===== config.mk =====
export PLATFORM = sky130hd
export DESIGN_NAME = cid_fabric_arbiter
export DESIGN_NICKNAME = d
export VERILOG_FILES = /design/src/rtl/cid_arb_pkg.sv /design/src/rtl/cid_token_pool.sv /design/src/rtl/cid_rr_pick.sv /design/src/rtl/cid_stat_cnt.sv /design/src/rtl/cid_fabric_arbiter.sv
export SDC_FILE = /design/constraint.sdc
export NUM_CORES = 1
export LEC_CHECK = 0
export ABC_AREA = 1
export ABC_CLOCK_PERIOD_IN_PS = 5150
export BUFFER_PORTS_ARGS = -buffer_cell sky130_fd_sc_hd__buf_2
export CAP_MARGIN = 20
export CELL_PAD_IN_SITES_DETAIL_PLACEMENT = 1
export CELL_PAD_IN_SITES_GLOBAL_PLACEMENT = 1
export CORE_MARGIN = 2
export CORE_UTILIZATION = 40
export DETAILED_ROUTE_END_ITERATION = 10
export PLACE_DENSITY = 0.82
export SYNTH_ARGS = -nofsm -noshare
export SYNTH_HDL_FRONTEND = slang
export SYNTH_SLANG_ARGS = --single-unit

===== constraint.sdc =====
create_clock -name clk -period 5.15 [get_ports clk]
set_clock_uncertainty 0.1 [all_clocks]
set_input_delay 1.03 -clock clk [delete_from_list [all_inputs] [get_ports clk]]
set_output_delay 1.03 -clock clk [all_outputs]
set_load 0.01 [all_outputs]

===== src/rtl/cid_arb_pkg.sv =====
package cid_arb_pkg;
  localparam int CLS_W   = 2;
  localparam int NUM_CLS = 1 << CLS_W;
  localparam int TOK_W   = 3;
  localparam int NUM_TOK = 1 << TOK_W;

  typedef logic [NUM_TOK-1:0] tok_map_t;
  typedef logic [TOK_W-1:0]   tok_id_t;

  // Lowest set bit of a token map; zero when the map is empty.
  function automatic tok_id_t lowest_free(tok_map_t m);
    tok_id_t r;
    r = '0;
    for (int i = NUM_TOK - 1; i >= 0; i--) begin
      if (m[i]) r = TOK_W'(i);
    end
    return r;
  endfunction
endpackage


===== src/rtl/cid_token_pool.sv =====
module cid_token_pool
  import cid_arb_pkg::*;
#(
  parameter int POOL_W = 5
) (
  input  logic              clk,
  input  logic              rst_n,
  input  logic              take_en,
  input  logic [POOL_W-1:0] take_idx,
  input  tok_id_t           take_id,
  input  logic              give_en,
  input  logic [POOL_W-1:0] give_idx,
  input  tok_id_t           give_id,
  output tok_map_t          map_all [(1<<POOL_W)],
  output logic              give_dup
);
  localparam int NUM_POOL = 1 << POOL_W;

  tok_map_t map_q [NUM_POOL];

  // A returned ID that is already free is a duplicate and is dropped.
  assign give_dup = give_en & map_q[give_idx][give_id];

  for (genvar p = 0; p < NUM_POOL; p++) begin : g_pool
    tok_map_t clr_p, set_p;

    always_comb begin
      clr_p = '0;
      set_p = '0;
      if (take_en && take_idx == POOL_W'(p)) clr_p[take_id] = 1'b1;
      if (give_en && !give_dup && give_idx == POOL_W'(p)) set_p[give_id] = 1'b1;
    end

    always_ff @(posedge clk or negedge rst_n) begin
      if (!rst_n) map_q[p] <= '1;
      else        map_q[p] <= (map_q[p] & ~clr_p) | set_p;
    end

    assign map_all[p] = map_q[p];
  end
endmodule


===== src/rtl/cid_rr_pick.sv =====
module cid_rr_pick #(
  parameter  int N  = 4,
  localparam int IW = $clog2(N)
) (
  input  logic          clk,
  input  logic          rst_n,
  input  logic [N-1:0]  cand,
  input  logic          adv,
  output logic          any,
  output logic [IW-1:0] win
);
  logic [IW-1:0] ptr_q;

  assign any = |cand;

  // Search from the pointer upward, wrapping round.
  always_comb begin
    logic found;
    found = 1'b0;
    win   = '0;
    for (int k = 0; k < N; k++) begin
      int j;
      j = int'(ptr_q) + k;
      if (j >= N) j = j - N;
      if (!found && cand[j]) begin
        found = 1'b1;
        win   = IW'(j);
      end
    end
  end

  always_ff @(posedge clk or negedge rst_n) begin
    if (!rst_n)   ptr_q <= '0;
    else if (adv) ptr_q <= (int'(win) == N - 1) ? '0 : win + 1'b1;
  end
endmodule


===== src/rtl/cid_stat_cnt.sv =====
module cid_stat_cnt #(
  parameter int CNT_W = 32,
  parameter int INC_W = 3
) (
  input  logic             clk,
  input  logic             rst_n,
  input  logic [INC_W-1:0] inc_req,
  input  logic             inc_gnt,
  input  logic             inc_crd,
  output logic [CNT_W-1:0] cnt_req,
  output logic [CNT_W-1:0] cnt_gnt,
  output logic [CNT_W-1:0] cnt_crd
);
  always_ff @(posedge clk or negedge rst_n) begin
    if (!rst_n) begin
      cnt_req <= '0;
      cnt_gnt <= '0;
      cnt_crd <= '0;
    end else begin
      cnt_req <= cnt_req + CNT_W'(inc_req);
      cnt_gnt <= cnt_gnt + CNT_W'(inc_gnt);
      cnt_crd <= cnt_crd + CNT_W'(inc_crd);
    end
  end
endmodule


===== src/rtl/cid_fabric_arbiter.sv =====
module cid_fabric_arbiter
  import cid_arb_pkg::*;
#(
  parameter  int NUM_REQ = 4,
  parameter  int DEST_W  = 3,
  parameter  int CNT_W   = 32,
  localparam int REQ_W   = $clog2(NUM_REQ)
) (
  input  logic                      clk,
  input  logic                      rst_n,
  input  logic [NUM_REQ-1:0]        req_valid,
  output logic [NUM_REQ-1:0]        req_ready,
  input  logic [NUM_REQ*DEST_W-1:0] req_dest,
  input  logic [NUM_REQ*CLS_W-1:0]  req_cls,
  output logic                      gnt_valid,
  input  logic                      gnt_ready,
  output logic [REQ_W-1:0]          gnt_req,
  output logic [DEST_W-1:0]         gnt_dest,
  output logic [CLS_W-1:0]          gnt_cls,
  output logic [TOK_W-1:0]          gnt_id,
  input  logic                      crd_valid,
  input  logic [DEST_W-1:0]         crd_dest,
  input  logic [CLS_W-1:0]          crd_cls,
  input  logic [TOK_W-1:0]          crd_id,
  output logic                      crd_err,
  output logic [CNT_W-1:0]          cnt_req,
  output logic [CNT_W-1:0]          cnt_gnt,
  output logic [CNT_W-1:0]          cnt_crd
);
  localparam int POOL_W   = DEST_W + CLS_W;
  localparam int NUM_POOL = 1 << POOL_W;
  localparam int INC_W    = $clog2(NUM_REQ + 1);

  tok_map_t           pool_map [NUM_POOL];
  logic [POOL_W-1:0]  pidx [NUM_REQ];
  logic [NUM_REQ-1:0] elig, cand_hi, cand_lo, pend_q, new_req;
  logic               hi_any, lo_any, accept, out_free, give_dup;
  logic [REQ_W-1:0]   hi_win, lo_win, win_idx;
  logic [POOL_W-1:0]  win_pool;
  tok_id_t            win_tok;

  // Pool lookup and level split per requester.
  for (genvar i = 0; i < NUM_REQ; i++) begin : g_req
    logic [CLS_W-1:0] cls_i;
    assign cls_i      = req_cls[i*CLS_W +: CLS_W];
    assign pidx[i]    = {req_dest[i*DEST_W +: DEST_W], cls_i};
    assign elig[i]    = req_valid[i] & (|pool_map[pidx[i]]);
    assign cand_hi[i] = elig[i] & (cls_i == '0);
    assign cand_lo[i] = elig[i] & (cls_i != '0);
  end

  assign out_free = ~gnt_valid | gnt_ready;
  assign accept   = out_free & (hi_any | lo_any);
  assign win_idx  = hi_any ? hi_win : lo_win;
  assign win_pool = pidx[win_idx];
  assign win_tok  = lowest_free(pool_map[win_pool]);
  assign req_ready = accept ? (NUM_REQ'(1) << win_idx) : '0;

  cid_rr_pick #(.N(NUM_REQ)) u_pick_hi (
    .clk(clk), .rst_n(rst_n), .cand(cand_hi),
    .adv(accept & hi_any), .any(hi_any), .win(hi_win)
  );

  cid_rr_pick #(.N(NUM_REQ)) u_pick_lo (
    .clk(clk), .rst_n(rst_n), .cand(cand_lo),
    .adv(accept & ~hi_any), .any(lo_any), .win(lo_win)
  );

  cid_token_pool #(.POOL_W(POOL_W)) u_pool (
    .clk(clk), .rst_n(rst_n),
    .take_en(accept), .take_idx(win_pool), .take_id(win_tok),
    .give_en(crd_valid), .give_idx({crd_dest, crd_cls}), .give_id(crd_id),
    .map_all(pool_map), .give_dup(give_dup)
  );

  // Grant output register with back-pressure.
  always_ff @(posedge clk or negedge rst_n) begin
    if (!rst_n) begin
      gnt_valid <= 1'b0;
      gnt_req   <= '0;
      gnt_dest  <= '0;
      gnt_cls   <= '0;
      gnt_id    <= '0;
    end else if (accept) begin
      gnt_valid <= 1'b1;
      gnt_req   <= win_idx;
      gnt_dest  <= win_pool[POOL_W-1:CLS_W];
      gnt_cls   <= win_pool[CLS_W-1:0];
      gnt_id    <= win_tok;
    end else if (gnt_ready) begin
      gnt_valid <= 1'b0;
    end
  end

  // A message counts once: in its first cycle of valid.
  assign new_req = req_valid & ~pend_q;

  always_ff @(posedge clk or negedge rst_n) begin
    if (!rst_n) begin
      pend_q  <= '0;
      crd_err <= 1'b0;
    end else begin
      pend_q  <= req_valid & ~req_ready;
      crd_err <= give_dup;
    end
  end

  cid_stat_cnt #(.CNT_W(CNT_W), .INC_W(INC_W)) u_cnt (
    .clk(clk), .rst_n(rst_n),
    .inc_req(INC_W'($countones(new_req))),
    .inc_gnt(accept), .inc_crd(crd_valid),
    .cnt_req(cnt_req), .cnt_gnt(cnt_gnt), .cnt_crd(cnt_crd)
  );
endmodule


==> metrics, run 1 <==
initial antenna violation count 29; Post-Syn Area 0.02782 sq mm; largest net degree at the start of global routing 110; TritonCTS buffer count 47; total track usage 0.8433; Max clock buf depth 3; Rows 96; share of async-settable or async-resettable flops after synthesis 1.000; Starting Density 0.4049; Post-Syn Area per Cell 6.387 sq um; worst-path endpoint category register input; total clock sinks 372; post-synth top area cell nand2_1; port bufs 147; Cells after Synth 4355; post-placement cell area 0.03545 sq mm; GR repair worst EP u_pool.map_all[43]$_DFF_PN1_/D; I/O Pins 148; Placer Congestion 1.133; stop err [ERROR GRT-0232] Routing congestion too high. Check the congestion heatmap in the GUI.; share of the synthesized area in the top cell type 0.2548; Synth warnings 0; Net Count, Synth 4399; Die Height 267.7 um; top cells by area, synth nand2_1 (25%), dfstp_2 (24%), dfrtp_1 (10%); detailed placer's ending HPWL 119200 um; Fail Step global routing (5_1_grt); Die Width 267.7 um; Unique masters post-synth 59; Main synth FF type dfstp_2; Max H-tree Level 2; outcome did not finish; post-synthesis register bit count 372; Post-CTS Hold Buffers 0; GRT overflow 377; Post-synth EDFFs 0; CTS root buf clkbuf_16; sequential-to-total area share from yosys stat 0.3462
-- timing repair --
action                                  in CTS
pin swaps                                   28
endpoints found under the setup margin     271
buffers inserted                            21
cloned                                       9
gates resized for setup                     94
-- cells by family after synthesis --
family,synth area share
compound gates,0.08933
simple gates,0.4498
flops,0.3462
fa+ha+maj,0.004408
xor+xnor,0.02739
buf+inv,0.08294
-- cell usage after synthesis (41+ instances only) --
| library cell | count |
|---|---|
| dfrtp_1 | 116 |
| o21ai_0 | 109 |
| nand2_1 | 1888 |
| buf_4 | 41 |
| a21oi_1 | 57 |
| nand3_1 | 404 |
| dfstp_2 | 256 |
| nor2_1 | 385 |
| o21ai_1 | 78 |
| buf_2 | 80 |
| inv_1 | 255 |
| nand4_1 | 195 |
| a22oi_1 | 74 |
| clkbuf_1 | 87 |
| xor2_1 | 66 |
-- metrics by stage --
step / worst slack, ns / hold WS, ns / cells / util
after CTS: -0.6902 / 0.3670 / 6099 / 0.5518
after detailed placement: -1.647 / 0.3585 / 5981 / 0.5160
after global placement: -1.477 / 0.3492 / 5980 / 0.5160
after floorplan: -0.04376 / 0.3420 / 4355 / -
-- layer usage --
metal | global-route usage | overflow
met5 | 0.6189 | 10
met4 | 0.8076 | 131
met3 | 0.7816 | 41
met2 | 0.9450 | 158
met1 | 0.8310 | 37
==> run 2, diff against run 1 <==
- CELL_PAD_IN_SITES_DETAIL_PLACEMENT: 1 -> not set
- CELL_PAD_IN_SITES_GLOBAL_PLACEMENT: 1 -> not set
- CORE_UTILIZATION: 40 -> 25
- PLACE_DENSITY: 0.82 -> not set
- PLACE_DENSITY_LB_ADDON: not set -> 0.15
==> metrics, run 2 <==
Net Count, Synth 4399; TritonCTS buffer count 50; Syn-to-layout area delta 51.93%; Post-synth EDFFs 0; critical path type input port to register; crit path DAT 6.16 ns; critical path fanouts, max 8; Main synth FF type dfstp_2; Die Width 337.6 um; I/O Pins 148; TritonCTS clock tree yes; Core Area 0.1105 sq mm; Placer Congestion 1.029; total clock sinks 372; Max clock buf depth 3; GRT overflow 0; min-delay worst type input port to asynchronous set/reset pin; CTS root buf clkbuf_16; CP Launch Type input port; total track usage 0.2925; Core Util, Final 0.3824; routed length per placed instance 26.09 um; Post-CTS Hold Buffers 0; Final nets 5348; Post-Syn Area 0.02782 sq mm; multi-input combinational cell area 0.01744 sq mm; Cells after Synth 4355; max reg flops 256; insertion delay to the later sink of the worst-skew pair 0.68 ns; post-placement cell area 0.03676 sq mm; vias in the first global route 32952; Hold Slack 0.3514 ns; final slew viol count 0; fraction of layout cells with a size suffix above 1 0.3486; fillers 11837; Worst Max-Slew Pin Slew 1.037 ns; Synth top cells by count nand2_1 (1888), nand3_1 (404), nor2_1 (385); global-route wire length before repair 241200 um; share of async-settable or async-resettable flops after synthesis 1.000; Unique masters post-synth 59; Final TNS setup -116.47 ns; slowest cell delay on critical path 0.23 ns; Hold Vio Cnt, Final 0; RSZ-0062 raised after global routing true; via/cell ratio 5.258; most frequent cells in the layout nand2_1 (1728), buf_4 (760), nor2_1 (336); post-synth top area cell nand2_1; Max-slew headroom 0.3070; Rows 122; post-synthesis register bit count 372; commonest non-fill, non-tap cell in the layout nand2_1; CP max stage cell o21ai_4; final wirelength 178300 um; top cells by area, synth nand2_1 (25%), dfstp_2 (24%), dfrtp_1 (10%); final setup fails 265; Final ANT Viol Nets 0; Starting Density 0.2517; max-cap viol count 0; Synth warnings 0; setup ws final -0.5355 ns; share of the synthesized area in the top cell type 0.2548; port bufs 147; sequential-to-total area share from yosys stat 0.3462; Die ar. 0.1140 sq mm; Post-Syn Area per Cell 6.387 sq um; Max H-tree Level 2; initial antenna violation count 5; clk slew on worst S/H paths 0.06 ns; Fmax 175.9 MHz; detailed placer's ending HPWL 125500 um; Vias 35931; Setup crit end kind register; CP required 5.62 ns; CP dominant cell by count nand2_1; FF+latch area 0.009629 sq mm; delay-heaviest family, CP simple AND/OR/NAND/NOR gates; DRT Pass-1 Iters 6; largest net degree at the start of global routing 98; failing checks negative setup slack; drc violations 0; drt first-iter violations 4268; fin crit share 1.104; buffer and inverter count on the worst path 13; outcome finished with violations; minimum clock period 5.686 ns; Die Height 337.6 um; final instance area 0.04226 sq mm; R2R Setup Slk -0.42 ns; most numerous cell in the Yosys netlist nand2_1
## run 2: cell counts after synthesis
No cell type changed its count.
## run 2: final timing paths
kind,startpoint,to,depth (start not counted)
worst max register to register,u_pool.map_all[238]$_DFF_PN1_,u_pool.map_all[21]$_DFF_PN1_,42
max in group asynchronous,rst_n,u_pool.map_all[135]$_DFF_PN1_,2
min in group clk,u_pool.map_all[103]$_DFF_PN1_,u_pool.map_all[103]$_DFF_PN1_,2
worst min register to register,u_pool.map_all[103]$_DFF_PN1_,u_pool.map_all[103]$_DFF_PN1_,2
worst max-delay path,req_cls[2],u_pool.map_all[21]$_DFF_PN1_,47
worst min-delay path,rst_n,u_cnt.cnt_crd[17]$_DFF_PN0_,1
## run 2: what timing repair did
item / in CTS / in global routing
setup endpoints to repair: 270 / 272
resized for setup: 260 / 317
gates cloned: 15 / 30
pin swaps: 105 / 198
setup buffers: 71 / 38
## run 2: cells by family after synthesis
group	after synthesis	share of synthesized area
AOI/OAI and AO/OA	405	0.08933
xor gates and xnor gates	87	0.02739
DFF	372	0.3462
adders and majority gates	8	0.004408
buffers and inverters	512	0.08294
and+or+nand+nor	2971	0.4498
## run 2: stage by stage
step                      std cells  worst slack, ns
after floorplan                4355         -0.04376
after global placement         6604           -1.777
after detailed placement       6605           -1.798
after CTS                      6779          -0.3853
after global routing           6833          -0.7221
final                          6834          -0.5355
## run 2: layout make-up
cell class                      instances  area share
Antenna cell                            1  0.00005921
Clock buffer                           73     0.03428
Clock inverter                         20    0.004027
Inverter                              284     0.02647
Multi-Input combinational cell       3471      0.4127
Sequential cell                       372      0.2279
Tap cell                             1488     0.04406
Timing Repair Buffer                 1125      0.2505
## run 2: per-layer routing
metal / GRT usage / wire length, um / vias up / share of wire
li1: - / - / 16108 / -
met1: 0.3991 / 74460 / 17310 / 0.42
met2: 0.4488 / 75910 / 2005 / 0.43
met3: 0.04789 / 16230 / 502 / 0.091
met4: 0.1379 / 11670 / 6 / 0.065
met5: 0 / 47 / - / 0.00026
Power of run 2 is left out: the tool's default activity adds up to more than one toggle a clock period on the data nets, which glitch-free logic cannot reach.
